**config.mk**
```make
export PLATFORM = sky130hd
export DESIGN_NAME = vr_commit_tracker
export DESIGN_NICKNAME = d
export VERILOG_FILES = /design/src/rtl/vr_track_pkg.sv /design/src/rtl/vr_status_file.sv /design/src/rtl/vr_inflight_queue.sv /design/src/rtl/vr_commit_tracker.sv
export SDC_FILE = /design/constraint.sdc
export NUM_CORES = 2
export LEC_CHECK = 0
export BUFFER_PORTS_ARGS = -buffer_cell sky130_fd_sc_hd__buf_4
export CAP_MARGIN = 25
export CELL_PAD_IN_SITES_DETAIL_PLACEMENT = 0
export CELL_PAD_IN_SITES_GLOBAL_PLACEMENT = 2
export CORE_MARGIN = 2
export CORE_UTILIZATION = 40
export CTS_CLUSTER_SIZE = 20
export DETAILED_ROUTE_END_ITERATION = 7
export GPL_TIMING_DRIVEN = 0
export PLACE_DENSITY_LB_ADDON = 0.1
export SYNTH_ARGS = -nofsm -noshare
export SYNTH_HDL_FRONTEND = slang
export SYNTH_SLANG_ARGS = --single-unit
```
**constraint.sdc**
```tcl
create_clock -name clk_i -period 6.5 [get_ports clk_i]
set_clock_uncertainty 0.15 [all_clocks]
set_input_delay 0.65 -clock clk_i [delete_from_list [all_inputs] [get_ports clk_i]]
set_output_delay 0.65 -clock clk_i [all_outputs]
set_load 0.02 [all_outputs]
```
**src/rtl/vr_track_pkg.sv**
```systemverilog
package vr_track_pkg;
  localparam int unsigned DEF_NUM_VREGS = 64;
  localparam int unsigned DEF_DEPTH     = 64;
  localparam int unsigned DEF_DATA_W    = 32;
  localparam int unsigned DEF_NUM_QRY   = 2;

  typedef enum logic [1:0] {
    Q_IDLE = 2'b00,
    Q_POP  = 2'b01,
    Q_PUSH = 2'b10,
    Q_BOTH = 2'b11
  } q_op_e;
endpackage

```
**src/rtl/vr_status_file.sv**
```systemverilog
module vr_status_file #(
  parameter int unsigned NUM_VREGS = 64,
  parameter int unsigned DATA_W    = 32,
  parameter int unsigned NUM_QRY   = 2,
  localparam int unsigned NAME_W   = $clog2(NUM_VREGS)
) (
  input  logic                      clk_i,
  input  logic                      rst_ni,
  input  logic                      clr_i,
  input  logic [NAME_W-1:0]         clr_name_i,
  input  logic                      wb_valid_i,
  input  logic [NAME_W-1:0]         wb_name_i,
  input  logic [DATA_W-1:0]         wb_data_i,
  input  logic [NUM_QRY*NAME_W-1:0] qry_name_i,
  output logic [NUM_QRY-1:0]        qry_ready_o,
  output logic [NUM_QRY*DATA_W-1:0] qry_data_o,
  input  logic [NAME_W-1:0]         head_name_i,
  output logic                      head_ready_o
);
  logic [NUM_VREGS-1:0] rdy_q;
  logic [DATA_W-1:0]    val_q [NUM_VREGS];

  for (genvar g = 0; g < NUM_VREGS; g++) begin : g_reg
    logic hit_clr, hit_wb;
    assign hit_clr = clr_i && (clr_name_i == NAME_W'(g));
    assign hit_wb  = wb_valid_i && (wb_name_i == NAME_W'(g));
    always_ff @(posedge clk_i or negedge rst_ni) begin
      if (!rst_ni) begin
        rdy_q[g] <= 1'b1;
        val_q[g] <= '0;
      end else if (hit_clr) begin
        rdy_q[g] <= 1'b0;  // allocation beats a colliding writeback
      end else if (hit_wb) begin
        rdy_q[g] <= 1'b1;
        val_q[g] <= wb_data_i;
      end
    end
  end

  for (genvar q = 0; q < NUM_QRY; q++) begin : g_qry
    logic [NAME_W-1:0] name;
    logic              byp;
    assign name = qry_name_i[q*NAME_W +: NAME_W];
    assign byp  = wb_valid_i && (wb_name_i == name);
    assign qry_ready_o[q]              = byp | rdy_q[name];
    assign qry_data_o[q*DATA_W +: DATA_W] = byp ? wb_data_i : val_q[name];
  end

  // registered flag only: a same-cycle writeback waits one cycle to retire
  assign head_ready_o = rdy_q[head_name_i];
endmodule

```
**src/rtl/vr_inflight_queue.sv**
```systemverilog
module vr_inflight_queue
  import vr_track_pkg::*;
#(
  parameter int unsigned DEPTH  = 64,
  parameter int unsigned NAME_W = 6,
  localparam int unsigned PTR_W = (DEPTH > 1) ? $clog2(DEPTH) : 1,
  localparam int unsigned CNT_W = $clog2(DEPTH + 1)
) (
  input  logic              clk_i,
  input  logic              rst_ni,
  input  logic              push_i,
  input  logic [NAME_W-1:0] push_dst_i,
  input  logic [NAME_W-1:0] push_old_i,
  input  logic              pop_i,
  output logic [NAME_W-1:0] head_dst_o,
  output logic [NAME_W-1:0] head_old_o,
  output logic              empty_o,
  output logic              full_o
);
  logic [NAME_W-1:0] dst_q [DEPTH];
  logic [NAME_W-1:0] old_q [DEPTH];
  logic [PTR_W-1:0]  rd_q, wr_q;
  logic [CNT_W-1:0]  cnt_q;
  q_op_e             op;

  function automatic logic [PTR_W-1:0] nxt(input logic [PTR_W-1:0] p);
    return (p == PTR_W'(DEPTH - 1)) ? '0 : p + PTR_W'(1);
  endfunction

  assign op      = q_op_e'({push_i, pop_i});
  assign empty_o = (cnt_q == '0);
  assign full_o  = (cnt_q == CNT_W'(DEPTH));

  always_ff @(posedge clk_i or negedge rst_ni) begin
    if (!rst_ni) begin
      rd_q  <= '0;
      wr_q  <= '0;
      cnt_q <= '0;
    end else begin
      if (push_i) wr_q <= nxt(wr_q);
      if (pop_i)  rd_q <= nxt(rd_q);
      unique case (op)
        Q_PUSH:  cnt_q <= cnt_q + CNT_W'(1);
        Q_POP:   cnt_q <= cnt_q - CNT_W'(1);
        default: cnt_q <= cnt_q;
      endcase
    end
  end

  always_ff @(posedge clk_i) begin
    if (push_i) begin
      dst_q[wr_q] <= push_dst_i;
      old_q[wr_q] <= push_old_i;
    end
  end

  assign head_dst_o = dst_q[rd_q];
  assign head_old_o = old_q[rd_q];
endmodule

```
**src/rtl/vr_commit_tracker.sv**
```systemverilog
module vr_commit_tracker
  import vr_track_pkg::*;
#(
  parameter int unsigned NUM_VREGS = DEF_NUM_VREGS,
  parameter int unsigned DEPTH     = DEF_DEPTH,
  parameter int unsigned DATA_W    = DEF_DATA_W,
  parameter int unsigned NUM_QRY   = DEF_NUM_QRY,
  localparam int unsigned NAME_W   = $clog2(NUM_VREGS)
) (
  input  logic                      clk_i,
  input  logic                      rst_ni,
  input  logic                      alloc_valid_i,
  input  logic [NAME_W-1:0]         alloc_dst_i,
  input  logic [NAME_W-1:0]         alloc_old_i,
  output logic                      alloc_ready_o,
  input  logic                      wb_valid_i,
  input  logic [NAME_W-1:0]         wb_name_i,
  input  logic [DATA_W-1:0]         wb_data_i,
  input  logic [NUM_QRY*NAME_W-1:0] qry_name_i,
  output logic [NUM_QRY-1:0]        qry_ready_o,
  output logic [NUM_QRY*DATA_W-1:0] qry_data_o,
  output logic                      commit_valid_o,
  output logic [NAME_W-1:0]         commit_dst_o,
  output logic [NAME_W-1:0]         commit_free_o
);
  logic push, empty, full, head_rdy;
  logic [NAME_W-1:0] head_dst, head_old;

  assign alloc_ready_o = !full;
  assign push          = alloc_valid_i && !full;

  vr_inflight_queue #(.DEPTH(DEPTH), .NAME_W(NAME_W)) u_queue (
    .clk_i      (clk_i),
    .rst_ni     (rst_ni),
    .push_i     (push),
    .push_dst_i (alloc_dst_i),
    .push_old_i (alloc_old_i),
    .pop_i      (commit_valid_o),
    .head_dst_o (head_dst),
    .head_old_o (head_old),
    .empty_o    (empty),
    .full_o     (full)
  );

  vr_status_file #(
    .NUM_VREGS(NUM_VREGS), .DATA_W(DATA_W), .NUM_QRY(NUM_QRY)
  ) u_status (
    .clk_i        (clk_i),
    .rst_ni       (rst_ni),
    .clr_i        (push),
    .clr_name_i   (alloc_dst_i),
    .wb_valid_i   (wb_valid_i),
    .wb_name_i    (wb_name_i),
    .wb_data_i    (wb_data_i),
    .qry_name_i   (qry_name_i),
    .qry_ready_o  (qry_ready_o),
    .qry_data_o   (qry_data_o),
    .head_name_i  (head_dst),
    .head_ready_o (head_rdy)
  );

  assign commit_valid_o = !empty && head_rdy;
  assign commit_dst_o   = head_dst;
  assign commit_free_o  = head_old;
endmodule

```
==> flow_metrics.env <==
export IMPL_clock_sinks=2899
export IMPL_ys_seq_area_share_pct=53.0
export IMPL_syn_num_nets=8292
export IMPL_finalWirelength_um=632000
export IMPL_synth_cell_types=74
export IMPL_relSlewSlack_pct=20.4
export IMPL_design_die_area_mm2=0.365
export IMPL_drt_first_iter_violations=10800
export IMPL_final_layout_size_suffix_gt1_share_pct=55.0
export IMPL_portBuffers=99
export IMPL_drc=0
export IMPL_die_w_um=604
export IMPL_final_common_cell="mux2_2"
export IMPL_hold_path_cell_count=1
export IMPL_vdd_ir_drop_worst_mv=0.269
export IMPL_ys_flop_type="dfrtp_1"
export IMPL_core_area_mm2=0.359
export IMPL_area_delta_synth_final_pct=17.1
export IMPL_post_dp_hpwl_um=466000
export IMPL_avg_vias_per_cell=6.56
export IMPL_floorplan_rows=220
export IMPL_tritoncts_num_buffers=341
export IMPL_instances_no_fill=14100
export IMPL_failed_checks="setup timing"
export IMPL_total_instance_count_after_detailed_placement=13500
export IMPL_fillerInstances=30900
export IMPL_dpl_worst_slack_ns=-0.191
export IMPL_worst_setup_hold_path_clk_slew_ns=0.06
export IMPL_grt_usage_pct=34.5
export IMPL_boundaryPins=146
export IMPL_cts_htree_levels=5
export IMPL_ys_warnings_count=0
export IMPL_clock_tree_from_tritoncts="yes"
export IMPL_synth_enable_flop_cells=768
export IMPL_hold_path_class="in -> reg"
export IMPL_final_period_utilization_pct=101
export IMPL_worst_ep_required_time_ns=5.70
export IMPL_insertion_delay_ns=0.96
export IMPL_num_vias=92600
export IMPL_post_synth_inst_count=8217
export IMPL_cp_start_kind="input port"
export IMPL_tightest_slew_ns=1.19
export IMPL_unrepaired_setup_endpoints_after_global_routing="false"
export IMPL_post_route_worst_setup_slack_ns=-0.0849
export IMPL_share_of_flip_flops_with_an_asynchronous_set_or_reset_after_synthesis_pct=73.5
export IMPL_clock_tree_buf_depth=4
export IMPL_worst_hold_check_slack_ns=0.0938
export IMPL_achievable_frequency_ghz=0.152
export IMPL_finish_utilization_pct=47.0
export IMPL_finalWorstPathRequiredPeriod_ns=6.58
export IMPL_ys_seq_elements=2899
export IMPL_drt_wirelength_per_cell_um=44.7
export IMPL_1st_pass_router_iterations=7
export IMPL_drv_cap=0
export IMPL_number_of_hold_violations_in_the_final_report=0
export IMPL_grt_pass1_wl_um=846000
export IMPL_vias_in_the_first_global_route=93600
export IMPL_commonest_cells_after_routing_fill_and_taps_aside="mux2_2, dfrtp_1, mux4_2"
export IMPL_postRouteAntennaNets=0
export IMPL_layout_nets=9140
export IMPL_syn_cell_area_mm2=0.144
export IMPL_critPathKind="in -> out"
export IMPL_power_density_mw_per_mm2=334
export IMPL_grt_start_max_net_pins=178
export IMPL_postSynthAreaPerCell_um2=17.5
export IMPL_fp_dieH_um=604
export IMPL_starting_density_pct=40.2
export IMPL_antenna_found_initial=58
export IMPL_worst_endpoint_arrival_ns=5.78
export IMPL_critPathCaptureType="primary output"
export IMPL_grt_remaining_overflow=0
export IMPL_worst_r2r_cell_count=25
export IMPL_finalMaxSlewViolations=0
export IMPL_outcome="finished, violations left"
export IMPL_finish_stage_setup_viols=6
export IMPL_totalPowerFinal_mw=56.4
export IMPL_p_leak_nw=68.4
export IMPL_cts_root_buf="clkbuf_16"
export IMPL_timing_critical_path_fanout_max=10
export IMPL_finalWeightedCongestion=0.924
kinds of logic after synthesis:
logic type	synth area share, %
AOI/OAI and AO/OA	1.11
buffers and inverters	2.38
DFF	53.0
adders and majority gates	0.0833
muxes	42.0
and+or+nand+nor	1.27
xor gates and xnor gates	0.146
critical path, cell delays in order:
cell and delay, ns:
clkbuf_1 0.52, clkbuf_1 0.67, buf_4 0.52, clkbuf_2 0.46, buf_12 0.25, xnor2_1 0.14
nand4_1 0.14, nor4_2 0.53, buf_4 0.34, buf_4 0.22, clkbuf_1 0.40, buf_8 0.24
mux2_2 0.44, buf_4 0.19
layout make-up:
| cell class | instances | area [µm²] | area share [%] |
|---|---|---|---|
| Inverter | 13 | 48.8 | 0.0289 |
| Timing Repair Buffer | 505 | 6970 | 4.13 |
| Clock inverter | 106 | 1100 | 0.653 |
| Sequential cell | 2899 | 76500 | 45.3 |
| Tap cell | 4773 | 5970 | 3.54 |
| Multi-Input combinational cell | 4463 | 64500 | 38.2 |
| Buffer | 842 | 3730 | 2.21 |
| Antenna cell | 28 | 70.1 | 0.0415 |
| Clock buffer | 490 | 9830 | 5.83 |
worst paths after layout:
check                                      start  slack (ns)              endpoint
min in group asynchronous                 rst_ni        0.22   u_status.val_q[122]
worst min register to register  u_queue.cnt_q[6]        0.35      u_queue.cnt_q[6]
worst max-delay path               qry_name_i[0]       -0.08        qry_data_o[23]
worst min-delay path              alloc_old_i[5]        0.09  u_queue.old_q[43][5]
max in group asynchronous                 rst_ni        2.20  u_status.val_q[1741]
worst max register to register   u_queue.rd_q[1]        0.38      u_queue.cnt_q[6]
cells in the mapped netlist (19+ instances only):
library cell | number | area (µm²)
buf_1 | 155 | 582
clkbuf_1 | 646 | 2420
mux4_1 | 34 | 893
edfxtp_1 | 768 | 23100
dfstp_2 | 64 | 1680
nor2_1 | 114 | 428
buf_2 | 19 | 95.1
nand2_1 | 201 | 754
mux4_2 | 1577 | 35500
dfrtp_1 | 2067 | 51700
mux2i_1 | 33 | 330
a21oi_1 | 164 | 821
mux2_2 | 2106 | 23700
through the flow:
step	area (µm²)	TNS [ns]
3_5_place_dp	157000	-1.37
5_1_grt	169000	0
3_3_place_gp	151000	-
2_1_floorplan	144000	0
4_1_cts	168000	0
6_report	169000	-0.235
per-layer routing:
| metal | global-route usage [%] | up-vias | routed length, µm |
|---|---|---|---|
| met4 | 17.4 | 41 | 37900 |
| met2 | 52.9 | 5078 | 287000 |
| met3 | 9.77 | 1376 | 58700 |
| met1 | 44.9 | 51600 | 247000 |
| li1 | - | 34500 | - |
| met5 | 0.340 | - | 558 |
report_power, final:
group,switching [mW],internal [mW]
registers,1.44,20.8
logic,7.93,6.97
clock network,8.14,11.1
total,17.5,38.9
what timing repair did:
action	4_1_cts	5_1_grt
hold buffers	1	0
setup endpoints to repair	16	7
hold endpoints to repair	154	0
resized for setup	19	11
setup buffers	0	1
pin swaps	0	1
flip-flops by register name, indices dropped and copies added (netlist names):
signal	flops
u_status.val_q	2048
u_queue.dst_q	384
u_queue.old_q	384
u_status.rdy_q	64
u_queue.cnt_q	7
u_queue.rd_q	6
u_queue.wr_q	6
Power figures use the tool's default switching activity.
